--- config.mk ---
export PLATFORM = sky130hd
export DESIGN_NAME = mm_serial_rx
export DESIGN_NICKNAME = d
export VERILOG_FILES = /design/src/rtl/mmrx_pkg.sv /design/src/rtl/mmrx_sync.sv /design/src/rtl/mmrx_bitclk.sv /design/src/rtl/mmrx_frame.sv /design/src/rtl/mmrx_flags.sv /design/src/rtl/mm_serial_rx.sv
export SDC_FILE = /design/constraint.sdc
export NUM_CORES = 1
export LEC_CHECK = 0
export BUFFER_PORTS_ARGS = -buffer_cell sky130_fd_sc_hd__clkbuf_2
export CORE_MARGIN = 2
export CORE_UTILIZATION = 44
export DETAILED_ROUTE_END_ITERATION = 8
export PLACE_DENSITY_LB_ADDON = 0.08
export SETUP_SLACK_MARGIN = 0.4
export SLEW_MARGIN = 10
export SYNTH_ARGS = -nofsm -noshare
export SYNTH_HDL_FRONTEND = slang
export SYNTH_SLANG_ARGS = --single-unit
--- constraint.sdc ---
create_clock -name clk -period 6.1 [get_ports clk]
set_input_delay 1.22 -clock clk [delete_from_list [all_inputs] [get_ports clk]]
set_output_delay 1.22 -clock clk [all_outputs]
set_load 0.005 [all_outputs]
--- src/rtl/mmrx_pkg.sv ---
package mmrx_pkg;
  typedef enum logic [2:0] {
    ST_IDLE  = 3'd0,
    ST_START = 3'd1,
    ST_DATA  = 3'd2,
    ST_NINTH = 3'd3,
    ST_STOP  = 3'd4
  } rx_state_e;

  typedef struct packed {
    logic [7:0] data;
    logic       ninth;
    logic       stop;
    logic       long_frame;
  } rx_result_t;
endpackage

--- src/rtl/mmrx_sync.sv ---
module mmrx_sync #(
  parameter int STAGES = 2
) (
  input  logic clk,
  input  logic rst,
  input  logic din,
  output logic dout
);
  logic [STAGES-1:0] chain;

  always_ff @(posedge clk) begin
    if (rst) chain <= '1;
    else     chain <= {chain[STAGES-2:0], din};
  end

  assign dout = chain[STAGES-1];
endmodule

--- src/rtl/mmrx_bitclk.sv ---
module mmrx_bitclk #(
  parameter int LONG_DIV       = 64,
  parameter int SHORT_BAUD_DIV = 16,
  parameter int SHORT_SYS_DIV  = 32,
  parameter int CNT_W          = $clog2(LONG_DIV)
) (
  input  logic             baud_tick,
  input  logic             sm1,
  input  logic             sm0,
  input  logic             smod,
  output logic             tick,
  output logic             active,
  output logic             long_frame,
  output logic [CNT_W-1:0] period_m1,
  output logic [CNT_W-1:0] half_m1
);
  localparam logic [CNT_W-1:0] L_PER  = CNT_W'(LONG_DIV - 1);
  localparam logic [CNT_W-1:0] L_HALF = CNT_W'(LONG_DIV / 2 - 1);
  localparam logic [CNT_W-1:0] B_PER  = CNT_W'(SHORT_BAUD_DIV - 1);
  localparam logic [CNT_W-1:0] B_HALF = CNT_W'(SHORT_BAUD_DIV / 2 - 1);
  localparam logic [CNT_W-1:0] S_PER  = CNT_W'(SHORT_SYS_DIV - 1);
  localparam logic [CNT_W-1:0] S_HALF = CNT_W'(SHORT_SYS_DIV / 2 - 1);

  logic sys_timed;

  always_comb begin
    sys_timed  = ~sm1 & sm0;
    active     = sm1 | sm0;
    long_frame = sm0;
    tick       = sys_timed ? 1'b1 : baud_tick;
    if (!smod) begin
      period_m1 = L_PER;
      half_m1   = L_HALF;
    end else if (sys_timed) begin
      period_m1 = S_PER;
      half_m1   = S_HALF;
    end else begin
      period_m1 = B_PER;
      half_m1   = B_HALF;
    end
  end
endmodule

--- src/rtl/mmrx_frame.sv ---
module mmrx_frame
  import mmrx_pkg::*;
#(
  parameter int DATA_W = 8,
  parameter int CNT_W  = 6
) (
  input  logic             clk,
  input  logic             rst,
  input  logic             line,
  input  logic             tick,
  input  logic             ren,
  input  logic             active,
  input  logic             long_frame,
  input  logic [CNT_W-1:0] period_m1,
  input  logic [CNT_W-1:0] half_m1,
  output logic             done,
  output rx_result_t       result
);
  localparam int BIT_W = $clog2(DATA_W);

  rx_state_e         state;
  logic [CNT_W-1:0]  cnt;
  logic [BIT_W-1:0]  bitn;
  logic [DATA_W-1:0] shreg;
  logic              ninth_q;
  logic              stop_q;
  logic              long_q;
  logic              line_q;
  logic              fall;
  logic              sample;

  assign fall   = line_q & ~line;
  assign sample = tick && (cnt == '0);

  always_ff @(posedge clk) begin
    if (rst) begin
      state   <= ST_IDLE;
      cnt     <= '0;
      bitn    <= '0;
      shreg   <= '0;
      ninth_q <= 1'b0;
      stop_q  <= 1'b1;
      long_q  <= 1'b0;
      line_q  <= 1'b1;
      done    <= 1'b0;
    end else begin
      done   <= 1'b0;
      line_q <= line;
      if (!ren || !active) begin
        state <= ST_IDLE;
      end else if (state == ST_IDLE) begin
        if (fall) begin
          state <= ST_START;
          cnt   <= half_m1;
        end
      end else if (tick) begin
        if (cnt != '0) begin
          cnt <= cnt - 1'b1;
        end else begin
          cnt <= period_m1;
          case (state)
            ST_START: begin
              if (line) state <= ST_IDLE;
              else begin
                state <= ST_DATA;
                bitn  <= '0;
              end
            end
            ST_DATA: begin
              shreg <= {line, shreg[DATA_W-1:1]};
              if (bitn == BIT_W'(DATA_W - 1))
                state <= long_frame ? ST_NINTH : ST_STOP;
              else
                bitn <= bitn + 1'b1;
            end
            ST_NINTH: begin
              ninth_q <= line;
              state   <= ST_STOP;
            end
            ST_STOP: begin
              stop_q <= line;
              long_q <= long_frame;
              done   <= 1'b1;
              state  <= ST_IDLE;
            end
            default: state <= ST_IDLE;
          endcase
        end
      end
    end
  end

  assign result.data       = shreg;
  assign result.ninth      = ninth_q;
  assign result.stop       = stop_q;
  assign result.long_frame = long_q;

  // with the receiver disabled the machine never leaves idle
  a_r10_no_start_disabled: assert property (@(posedge clk) disable iff (rst)
    (state == ST_IDLE && !ren) |=> (state == ST_IDLE));

  // a start bit found high at its midpoint returns to idle
  a_r4_glitch_reject: assert property (@(posedge clk) disable iff (rst)
    (state == ST_START && sample && line && ren && active) |=> (state == ST_IDLE));

  // a frame is only completed while enabled
  a_r10_done_needs_ren: assert property (@(posedge clk) disable iff (rst)
    done |-> $past(ren));
endmodule

--- src/rtl/mmrx_flags.sv ---
module mmrx_flags
  import mmrx_pkg::*;
#(
  parameter int DATA_W = 8
) (
  input  logic              clk,
  input  logic              rst,
  input  logic              done,
  input  rx_result_t        result,
  input  logic              sm2,
  input  logic              ri_clr,
  input  logic              fe_clr,
  output logic              accept,
  output logic [DATA_W-1:0] rx_data,
  output logic              rb8,
  output logic              ri,
  output logic              fe
);
  logic pass_filter;
  logic bad_stop;

  always_comb begin
    bad_stop = done && !result.stop;
    if (result.long_frame) pass_filter = !sm2 || result.ninth;
    else                   pass_filter = !sm2 || result.stop;
    accept = done && pass_filter;
  end

  always_ff @(posedge clk) begin
    if (rst) begin
      rx_data <= '0;
      rb8     <= 1'b0;
      ri      <= 1'b0;
      fe      <= 1'b0;
    end else begin
      if (bad_stop)    fe <= 1'b1;
      else if (fe_clr) fe <= 1'b0;
      if (accept)      ri <= 1'b1;
      else if (ri_clr) ri <= 1'b0;
      if (accept) begin
        rx_data <= result.data;
        if (result.long_frame) rb8 <= result.ninth;
        else if (!sm2)         rb8 <= result.stop;
      end
    end
  end

  // framing error remains until its clear strobe
  a_r6_fe_sticky: assert property (@(posedge clk) disable iff (rst)
    (fe && !fe_clr) |=> fe);

  // receive flag remains until its clear strobe
  a_r9_ri_sticky: assert property (@(posedge clk) disable iff (rst)
    (ri && !ri_clr) |=> ri);
endmodule

--- src/rtl/mm_serial_rx.sv ---
module mm_serial_rx
  import mmrx_pkg::*;
#(
  parameter int DATA_W         = 8,
  parameter int SYNC_STAGES    = 2,
  parameter int LONG_DIV       = 64,
  parameter int SHORT_BAUD_DIV = 16,
  parameter int SHORT_SYS_DIV  = 32
) (
  input  logic              clk,
  input  logic              rst,
  input  logic              rxd,
  input  logic              baud_tick,
  input  logic              sm2,
  input  logic              sm1,
  input  logic              sm0,
  input  logic              smod,
  input  logic              ren,
  input  logic              ri_clr,
  input  logic              fe_clr,
  output logic [DATA_W-1:0] rx_data,
  output logic              rb8,
  output logic              ri,
  output logic              fe
);
  localparam int CNT_W = $clog2(LONG_DIV);

  logic             line;
  logic             tick;
  logic             active;
  logic             long_frame;
  logic [CNT_W-1:0] period_m1;
  logic [CNT_W-1:0] half_m1;
  logic             done;
  logic             accept;
  rx_result_t       result;

  mmrx_sync #(.STAGES(SYNC_STAGES)) i_sync (
    .clk(clk), .rst(rst), .din(rxd), .dout(line)
  );

  mmrx_bitclk #(
    .LONG_DIV(LONG_DIV), .SHORT_BAUD_DIV(SHORT_BAUD_DIV),
    .SHORT_SYS_DIV(SHORT_SYS_DIV), .CNT_W(CNT_W)
  ) i_bitclk (
    .baud_tick(baud_tick), .sm1(sm1), .sm0(sm0), .smod(smod),
    .tick(tick), .active(active), .long_frame(long_frame),
    .period_m1(period_m1), .half_m1(half_m1)
  );

  mmrx_frame #(.DATA_W(DATA_W), .CNT_W(CNT_W)) i_frame (
    .clk(clk), .rst(rst), .line(line), .tick(tick), .ren(ren),
    .active(active), .long_frame(long_frame), .period_m1(period_m1),
    .half_m1(half_m1), .done(done), .result(result)
  );

  mmrx_flags #(.DATA_W(DATA_W)) i_flags (
    .clk(clk), .rst(rst), .done(done), .result(result), .sm2(sm2),
    .ri_clr(ri_clr), .fe_clr(fe_clr), .accept(accept),
    .rx_data(rx_data), .rb8(rb8), .ri(ri), .fe(fe)
  );

  // a finished but filtered frame leaves data and ninth-bit flag alone
  a_r7_r8_discard_hold: assert property (@(posedge clk) disable iff (rst)
    (done && !accept) |=> ($stable(rx_data) && $stable(rb8)));

  // ri only rises on a finished frame
  a_r9_ri_rise_on_frame: assert property (@(posedge clk) disable iff (rst)
    $rose(ri) |-> $past(done));

  // fe only rises after a low stop bit
  a_r6_fe_rise_on_bad_stop: assert property (@(posedge clk) disable iff (rst)
    $rose(fe) |-> ($past(done) && !$past(result.stop)));
endmodule

After elaboration in Yosys (flattened, before gate mapping)
Index checks and enable logic that the tools add are counted.
W data, S select, Z words.
{"block": "word_totals", "register_bits": 38, "latch_bits": 0, "mem_bits_rw": 0, "mem_bits_ro": 0, "wordCells": 88, "mem_count": 0}
{"block": "op_classes", "n_addsub": 2, "multipliers": 0, "n_div": 0, "order_cmp": 0, "n_eq_ne": 11, "shifts": 0, "mux": 28, "bitwise_logic": 9, "reduce_logical": 24}
{"op": "$mux W6", "n": 6}
{"op": "$mux W3", "n": 8}
{"op": "$reduce_and A5 Y1", "n": 3}
{"op": "$mux W1", "n": 9}
{"op": "$pmux W3 S3", "n": 1}
{"op": "$reduce_bool A2 Y1", "n": 4}
{"op": "$reduce_and A7 Y1", "n": 1}
{"op": "$eq A3 B2 Y1 const B", "n": 2}
{"op": "$eq A3 B3 Y1 const B", "n": 2}
{"op": "$ne A2 B1 Y1 const B", "n": 3}
{"op": "$not A1 Y1", "n": 6}
{"op": "$pmux W3 S2", "n": 1}
{"op": "$reduce_bool A6 Y1", "n": 1}
{"op": "$sub A6 B1 Y6 const B", "n": 1}
{"op": "$mux W5", "n": 1}
{"op": "$reduce_or A5 Y1", "n": 1}
{"op": "$logic_not A1 Y1", "n": 4}
{"op": "$mux W4", "n": 1}
{"op": "$ne A2 B2 Y1 const B", "n": 2}
{"op": "$reduce_and A4 Y1", "n": 1}
{"op": "$add A3 B1 Y3 const B", "n": 1}
{"op": "$eq A3 B1 Y1 const B", "n": 1}
{"op": "$logic_not A3 Y1", "n": 1}
{"op": "$logic_or A1 B1 Y1", "n": 3}
{"op": "8 further kinds", "n": 10}

Longest topological paths before layout
Gate-level depths: netlist of the first run.
{"block": "depth", "word_depth": 7, "depth_mapped": 7, "mapped_depth_nobuf": 6}

Modules after synthesis
A second synthesis of the first run with hierarchy kept.
{"block": "hier_totals", "hier_cells": 242, "hier_area_um2": 2157.1}
{"module": "mmrx_frame", "n_inst": 1, "cells_each": 149, "area_per_inst_um2": 1331.3, "seq_area_each_um2": 500.5}
{"module": "mmrx_flags", "n_inst": 1, "cells_each": 71, "area_per_inst_um2": 656.9, "seq_area_each_um2": 220.2}
{"module": "mmrx_bitclk", "n_inst": 1, "cells_each": 18, "area_per_inst_um2": 116.4, "seq_area_each_um2": 0.0}
{"module": "mmrx_sync", "n_inst": 1, "cells_each": 4, "area_per_inst_um2": 52.6, "seq_area_each_um2": 40.0}

Least setup slack after synthesis of the first run
OpenSTA, ideal clock, no wires.
{"block": "synth_path", "kind": "input-to-reg", "start": "input sm1", "end": "register i_frame.shreg[4]", "setup_time_ns": 0.072, "arrival_time_ns": 2.394, "required_time_ns": 6.028, "setup_slack_ns": 3.635, "path_stages": 5, "path_buffers": 1, "path_cell_list": "nand2b_1 a2111oi_4 and3_1 buf_4 mux2i_1"}
{"block": "synth_via", "elab_chain_len": 5}
{"item": "start: declaration", "line_no": "mm_serial_rx.sv:15", "text": "input logic sm1,"}
{"item": "$or A1 B1 Y1", "line_no": "mmrx_bitclk.sv:28", "text": "active = sm1 | sm0;"}
{"item": "$logic_not A1 Y1", "line_no": "mmrx_frame.sv:49", "text": "if (!ren || !active) begin"}
{"item": "$logic_or A1 B1 Y1", "line_no": "mmrx_frame.sv:49"}
{"item": "$not A1 Y1 (no line)"}
{"item": "$reduce_and A5 Y1 (no line) *"}
{"item": "end signal: assignment", "line_no": "mmrx_frame.sv:70", "text": "shreg <= {line, shreg[DATA_W-1:1]};"}
{"item": "end: declaration", "line_no": "mmrx_frame.sv:24", "text": "logic [DATA_W-1:0] shreg;"}
Mark *: on every way between the ends. The rest lies on a longest branch, timed or not.
A chain may end at the register's enable or synchronous reset.

Final worst setup path of the first run
Ends and elaborated chain as after synthesis.

==> key figures, run 1 <==
CTS
  – Clk_lat worst skew: approximately 0.28 ns
  – Bufs on Longest Clock Path: 2
  – CTS Hold Bufs: 0
  – CTS sink count: 38
  – CTS tree: built
  – Root Driver: clkbuf_8
  – TritonCTS Buffers: 5
  – Post-CTS setup buffers: 0
  – Clock Pin Slew Worst Setup and Hold Paths: about 0.07 ns
  – CTS-repair resized insts: 0
  – H-tree levels: 2

Global route
  – Gr ovfl total: 0
  – Initial antenna violation count: 0
  – Tot GR Track Use: 0.2036
  – Largest net degree at the start of global routing: 25
  – First-pass GRT wire length: roughly 7000 um
  – Vias in the first global route: 1448

Worst setup path
  – Critical Setup Path Class: input pin to flop
  – Critical path's largest stage delay: 0.57 ns
  – Setup crit end kind: flop
  – Worst-path cell chain: clkbuf_2, nand2b_1, a2111oi_4, and3_1, mux2i_1
  – Crit path max fanout: 5
  – Worst Path Arrival: 2.72 ns
  – Worst r2r path cells: 6
  – Startpoint types: input pin
  – WP data required: 6.32 ns
  – CP max stage cell: a2111oi_4

Drt
  – Met3 WL: ~230 um
  – Drc violations: 0
  – DRT Pass-1 Iters: 4
  – Metal2 WL: 1917 um
  – Top Layer Used: met4
  – WL met1: 1891 um
  – Final antenna-violating net count: 0
  – Routed WL per cell: 15.25 um
  – DRT Wirelength: between 4000 and 5000 um
  – Post-DR vias/cell: 5.766
  – Initial DRC count: roughly 90
  – Via count: 1551

Final layout
  – # fillers: 379
  – Area grow syn2layout: 14.25%
  – Share of cells above drive strength 1: 0.1781
  – Diode count: 0
  – Nets: approximately 230
  – Final Non-Filler Cells: 269

Timing
  – Unrepaired setup endpoints after global routing: no
  – Fin crit share: 0.4107
  – Fmax: 0.3991 GHz
  – Fin crit period: 2.505 ns
  – Max-slew violations: 0
  – Slew @ Worst Pin: 0.7042 ns
  – Slew Limit Headroom: 0.5274
  – Setup ws final: around 3.6 ns
  – Fin. Hold Viols: 0
  – Setup TNS: 0 ns
  – Setup violations, final: 0
  – Clock Skew: 0.003969 ns

Logic synthesis
  – YS warnings: 0
  – Mux cell area share after synthesis: 0.08852
  – Synth Register Bits: 38
  – Async S/R FF share, synth: 0
  – Synth Net Count: 212
  – Synth Area in XOR/XNOR: 0
  – Gate Count Post-Synth: 197
  – Synth cell types: 50
  – Post-synth EDFFs: 0
  – Adder-cell share of the synthesized area: 0.02766
  – Top_reg_cell synth: dfxtp_1
  – Seq/Total Area, Yosys: 0.4205
  – Mapped Area: 1809 sq um
  – Post-synthesis compound-gate area fraction: 0.2192
  – Syn Area/Cell: approximately 9.2 sq um
  – Largest family of logic cells by synthesized area: compound AO/OA/AOI/OAI gates
  – Simple-Gate Fraction of Synth Area: 0.2006

Die
  – Die height: 68.13 um
  – Starting Density: 0.4556
  – CORE AREA: 3971 sq um
  – Die area: about 4600 sq um
  – IO Pins: 22
  – FP Rows: 23
  – Die width: 68.13 um

Status
  – Status: finished clean

Power
  – Peak supply drop: ~0.12 mV
  – Pleak: 0.7808 nW
  – Cell Pwr Density: 242.4 nW/um^2

Place
  – Worst slack, placed: around 3.3 ns
  – DP HPWL: 3064 um
  – I/O Buffers: 21
  – Placed insts: 262
  – Gpl congestion: approximately 0.85

Worst hold path
  – Hold Path Class: flop to flop
  – Worst Hold Depth: 1

Flow run
  – Max-cap check violation count: 0
-- metrics by stage --
step / power [mW] / utilization / area (sq um) / hold WS, ns
after floorplan: 0.2815 / - / 1809 / 0.3895
after CTS: 0.5054 / 0.5205 / 2067 / 0.4231
after global placement: 0.2922 / 0.4921 / 1954 / 0.3989
after global routing: 0.5216 / 0.5205 / 2067 / 0.4600
final: 0.5010 / 0.5205 / 2067 / 0.4270
after detailed placement: 0.2925 / 0.4921 / 1954 / 0.4063
-- cell type report --
type                            count  area [sq um]  share of cell area
Multi-Input combinational cell    139         969.7              0.4691
Sequential cell                    38         760.7              0.3680
Timing Repair Buffer               22         112.6             0.05448
Clock buffer                        6         82.58             0.03995
Tap cell                           50         62.56             0.03027
Inverter                           13         48.80             0.02361
Clock inverter                      1         30.03             0.01453
-- placed cells by master, fill, tap and decap left out, types with 2 or more instances in the layout --
| cell | Yosys | layout |
|---|---|---|
| a221oi_1 | 3 | 3 |
| nor3b_1 | 4 | 4 |
| inv_1 | 12 | 12 |
| nor3_1 | 4 | 4 |
| o32ai_1 | 2 | 2 |
| a21oi_1 | 12 | 12 |
| ha_1 | 4 | 4 |
| nand2_1 | 16 | 16 |
| o21ai_0 | 8 | 8 |
| o21ai_1 | 3 | 3 |
| nand3b_1 | 2 | 2 |
| clkbuf_2 | 0 | 21 |
| nand3_1 | 6 | 6 |
| or2_2 | 3 | 3 |
| a211oi_1 | 2 | 2 |
| and3_1 | 2 | 2 |
| mux2i_1 | 16 | 16 |
| dfxtp_1 | 38 | 38 |
| o221a_2 | 2 | 2 |
| nand2b_1 | 4 | 4 |
| nor2_1 | 14 | 14 |
| or3_1 | 2 | 2 |
| clkbuf_8 | 0 | 6 |
| a31oi_1 | 3 | 3 |
| o311ai_1 | 3 | 3 |
| nor2b_1 | 2 | 2 |
-- power by group --
part           switching [mW]  internal, mW  leakage [nW]
clock                  0.0830         0.131        0.0573
combinational          0.0219        0.0126         0.417
sequential            0.00251         0.250         0.307
total                   0.107         0.393         0.781
-- cells in the mapped netlist (2+ instances only) --
library cell / number / area share
a211oi_1: 2 / 0.0083
a21oi_1: 12 / 0.033
a221oi_1: 3 / 0.015
a31oi_1: 3 / 0.010
and3_1: 2 / 0.0069
clkbuf_1: 5 / 0.010
dfxtp_1: 38 / 0.42
ha_1: 4 / 0.028
inv_1: 12 / 0.025
mux2i_1: 16 / 0.089
nand2_1: 16 / 0.033
nand2b_1: 4 / 0.014
nand3_1: 6 / 0.017
nand3b_1: 2 / 0.0083
nor2_1: 14 / 0.029
nor2b_1: 2 / 0.0069
nor3_1: 4 / 0.011
nor3b_1: 4 / 0.017
o21ai_0: 8 / 0.022
o21ai_1: 3 / 0.0083
o221a_2: 2 / 0.012
o311ai_1: 3 / 0.015
o32ai_1: 2 / 0.0097
or2_2: 3 / 0.010
or3_1: 2 / 0.0069
-- cells by family (layout without fill, tap and decap cells) --
kind of cell,Yosys count,after routing
and+or+nand+nor,66,66
muxes,16,16
buffers and inverters,20,42
adders and majority gates,4,4
DFF,38,38
AOI/OAI and AO/OA,53,53
-- registers in the layout, summed over array words and instances, names as in the netlist, 2 cells and up --
signal,count
i_frame.cnt,6
i_sync.chain,2
i_flags.rx_data,8
i_frame.state,3
i_frame.bitn,3
i_frame.shreg,8
-- worst paths after layout --
check                                      from               end  slack [ns]
worst max-delay path                        sm1  i_frame.shreg[4]        3.59
worst min-delay path            i_sync.chain[0]   i_sync.chain[1]        0.43
worst max register to register   i_frame.cnt[0]  i_frame.shreg[4]        3.79
worst min register to register  i_sync.chain[0]   i_sync.chain[1]        0.43
-- metal layers --
metal | GRT usage | vias up
li1 | - | 774
met1 | 0.2667 | 718
met2 | 0.3277 | 51
met3 | 0.04441 | 8
met4 | 0.07500 | 0
met5 | 0 | -
-- critical path, delay by kind of cell --
family | cells | cell delay (ns)
compound gates | 1 | 0.57
mux | 1 | 0.21
buf+inv | 1 | 0.10
simple gates | 2 | 0.61
No activity file was read; power rests on OpenSTA's default activity.
==> run 2: changes to the inputs <==
- ABC_AREA: unset -> 1
- clock period: 6.1 -> 2.5 ns (I/O delays scaled with it)
==> run 2 against run 1 <==
Against the previous run:
- routed wire length is 15% lower
- critical path type is now flop to flop
- sequential power increased by 150%
- hold slack worse by 0.032 ns
- cell count increased by 23%
- clock-buffer cell count is the same
- first-iteration DRC count fell by 31%
- total power increased to 2.6 times the previous value
- register-to-register slack got worse by 2.9 ns
- critical path depth increased by 2
- die area rose by 0.25%
==> key figures, run 2 <==
Timing
  – Fin. Hold Viols: 0 (unchanged)
  – Max-slew violations: 0 (unchanged)
  – Slew Limit Headroom: 0.6752 (was 0.5274)
  – Setup violations, final: 0 (unchanged)
  – Setup TNS: 0 ns (unchanged)
  – Final hold slack: 0.3948 ns (was 0.4270 ns)
  – Fmax: 0.6234 GHz
  – Unrepaired setup endpoints after global routing: no (unchanged)
  – Slew @ Worst Pin: 0.4843 ns (was 0.7042 ns)
  – Fin crit period: approximately 1.6 ns
  – Clock Skew: 0.006347 ns (was 0.003969 ns)
  – Fin crit share: 0.6416

Final layout
  – Area grow syn2layout: 13.24% (was 14.25%)
  – Share of cells above drive strength 1: 0.1601 (was 0.1781)
  – Commonest non-fill, non-tap cell in the layout: nand2_1 (was dfxtp_1)
  – Diode count: 0 (unchanged)
  – Nets: 296 (was 234)
  – Most frequent cells in the layout: nand2_1, nor2_1, dfxtp_1 (was dfxtp_1, clkbuf_2, nand2_1, mux2i_1, nor2_1)
  – Largest regs: i_flags.rx_data (8), i_frame.shreg (8), i_frame.cnt (6) (unchanged)

Logic synthesis
  – Seq/Total Area, Yosys: 0.4193 (was 0.4205)
  – Mux cell area share after synthesis: 0 (was 0.08852)
  – Post-synthesis compound-gate area fraction: 0.1028 (was 0.2192)
  – Synth Area in XOR/XNOR: 0 (unchanged)
  – Yosys top cell area share: 0.4193 (was 0.4205)
  – Gate Count Post-Synth: 259 (was 197)
  – Synth cell types: 25 (was 50)
  – Top cells by area, synth: dfxtp_1, nand2_1, nor2_1 (was dfxtp_1, mux2i_1, a21oi_1)
  – Mapped Area: 1814 sq um (was 1809 sq um)
  – Synth Register Bits: 38 (unchanged)
  – Synth Net Count: 274 (was 212)
  – Adder-cell share of the synthesized area: 0.02759 (was 0.02766)
  – Commonest cells post-synth: nand2_1, nor2_1, dfxtp_1, inv_1, a21oi_1 (was dfxtp_1, mux2i_1, nand2_1, nor2_1)
  – Cell with the most instances after synthesis: nand2_1 (was dfxtp_1)
  – YS warnings: 0 (unchanged)
  – Simple-Gate Fraction of Synth Area: 0.3579 (was 0.2006)
  – Post-synth top area cell: dfxtp_1 (unchanged)
  – Post-synth EDFFs: 0 (unchanged)
  – Async S/R FF share, synth: 0 (unchanged)
  – Syn Area/Cell: 7.005 sq um (was 9.184 sq um)
  – Top_reg_cell synth: dfxtp_1 (unchanged)
  – Largest family of logic cells by synthesized area: simple AND/OR/NAND/NOR gates (was compound AO/OA/AOI/OAI gates)

Worst setup path
  – Worst Path Arrival: 1.79 ns (was 2.72 ns)
  – WP data required: 2.69 ns (was 6.32 ns)
  – Crit path max fanout: 6 (was 5)
  – Setup crit end kind: flop (unchanged)
  – Critical Setup Path Class: flop to flop (was input pin to flop)
  – Startpoint types: flop (was input pin)
  – R2R Setup Slk: 0.90 ns (was 3.79 ns)

Die
  – CORE AREA: 3971 sq um (unchanged)
  – Die area: 4653 sq um (was 4641 sq um)
  – Die height: 68.21 um (was 68.13 um)
  – Starting Density: 0.4568 (was 0.4556)
  – FP Rows: 23 (unchanged)
  – Die width: 68.21 um (was 68.13 um)
  – IO Pins: 22 (unchanged)

CTS
  – Bufs on Longest Clock Path: 2 (unchanged)
  – Clk_lat worst skew: 0.29 ns (was 0.28 ns)
  – Clock Pin Slew Worst Setup and Hold Paths: 0.08 ns (was 0.07 ns)
  – Post-CTS setup buffers: 0 (unchanged)
  – CTS tree: built (unchanged)
  – CTS sink count: 38 (unchanged)
  – Root Driver: clkbuf_8 (unchanged)
  – H-tree levels: 2 (unchanged)
  – TritonCTS Buffers: 5 (unchanged)
  – CTS Hold Bufs: 0 (unchanged)
  – CTS-repair resized insts: 0 (unchanged)

Place
  – I/O Buffers: 21 (unchanged)
  – DP HPWL: 2476 um (was 3064 um)
  – Gpl congestion: 0.8429 (was 0.8470)

Drt
  – Post-DR vias/cell: 4.731 (was 5.766)
  – Via count: 1566 (was 1551)
  – Routed WL per cell: 10.55 um (was 15.25 um)
  – Drc violations: 0 (unchanged)
  – DRT Wirelength: 3492 um (was 4102 um)
  – Final antenna-violating net count: 0 (unchanged)
  – DRT Pass-1 Iters: 4 (unchanged)
  – Initial DRC count: 61 (was 88)

Flow run
  – Max-cap check violation count: 0 (unchanged)

Global route
  – Vias in the first global route: 1301 (was 1448)
  – First-pass GRT wire length: 5706 um (was 6962 um)
  – Largest net degree at the start of global routing: 20 (was 25)
  – Initial antenna violation count: 0 (unchanged)
  – Tot GR Track Use: 0.1643 (was 0.2036)
  – Gr ovfl total: 0 (unchanged)

Power
  – Cell Pwr Density: 624.5 nW/um^2 (was 242.4 nW/um^2)
  – Peak supply drop: 0.3837 mV (was 0.1166 mV)
  – Pleak: 0.9902 nW (was 0.7808 nW)

Status
  – Status: finished clean (unchanged)

Worst hold path
  – Hold Path Class: input pin to flop (was flop to flop)
-- run 2: cell types whose count changed after synthesis, sizes merged, moves of 4 or more --
cell | before | now
inv | 12 | 33
nand3 | 7 | 15
nand2 | 16 | 64
nor3b | 4 | 0
mux2i | 16 | 0
nor2 | 14 | 50
a21oi | 12 | 18
nand2b | 4 | 0
nand4 | 0 | 7
o21ai | 11 | 17
-- run 2: worst paths after layout --
path / start / to / cells after the start
worst max register to register: i_frame.cnt[0] / i_frame.state[2] / 7
worst min-delay path: rxd / i_sync.chain[0] / 2
worst min register to register: i_sync.chain[0] / i_sync.chain[1] / 1
worst max-delay path: i_frame.cnt[0] / i_frame.state[2] / 7
-- run 2: layer usage --
| layer | share of wire | GRT usage |
|---|---|---|
| met4 | 0.016 | 0.06000 |
| met2 | 0.45 | 0.2585 |
| met3 | 0.029 | 0.03947 |
| met1 | 0.50 | 0.2183 |
| met5 | 0 | 0 |
-- run 2: through the flow --
step / power, mW / util / worst slack, ns / cell area [sq um] / cells
finish: 1.283 / 0.5173 / 0.8959 / 2054 / 331
global route: 1.342 / 0.5173 / 0.7229 / 2054 / 331
CTS: 1.306 / 0.5173 / 0.8824 / 2054 / 331
detailed placement: 0.7676 / 0.4890 / 0.7430 / 1942 / 324
global placement: 0.7669 / 0.4890 / 0.7534 / 1942 / 324
floorplan: 0.7390 / - / 1.111 / 1814 / 259
-- run 2: power by group --
part | internal (mW) | switching [mW] | leakage, nW | total [mW]
logic | 0.0439 | 0.0893 | 0.626 | 0.133
clock network | 0.319 | 0.209 | 0.0573 | 0.529
registers | 0.613 | 0.00784 | 0.307 | 0.621
total | 0.976 | 0.307 | 0.990 | 1.28
-- run 2: area by class of cell --
type	instances	area (sq um)
Fill cell	428	1917
Multi-Input combinational cell	181	885.9
Sequential cell	38	760.7
Inverter	34	127.6
Timing Repair Buffer	21	105.1
Clock buffer	6	82.58
Tap cell	50	62.56
Clock inverter	1	30.03
-- run 2: critical path: stages (launching register included) --
cell	delay, ns
dfxtp_1	0.32
inv_1	0.13
ha_1	0.27
nand3_4	0.14
nand2_1	0.17
nand3_1	0.21
o21ai_0	0.22
nor2_1	0.06
-- run 2: kinds of logic (layout without fill, tap and decap cells) --
| kind of cell | count (synthesis) | after routing |
|---|---|---|
| AND/OR/NAND/NOR | 141 | 141 |
| buffers and inverters | 40 | 62 |
| flip-flops | 38 | 38 |
| AO/OA/AOI/OAI | 36 | 36 |
| adder cells (fa/ha/maj) | 4 | 4 |
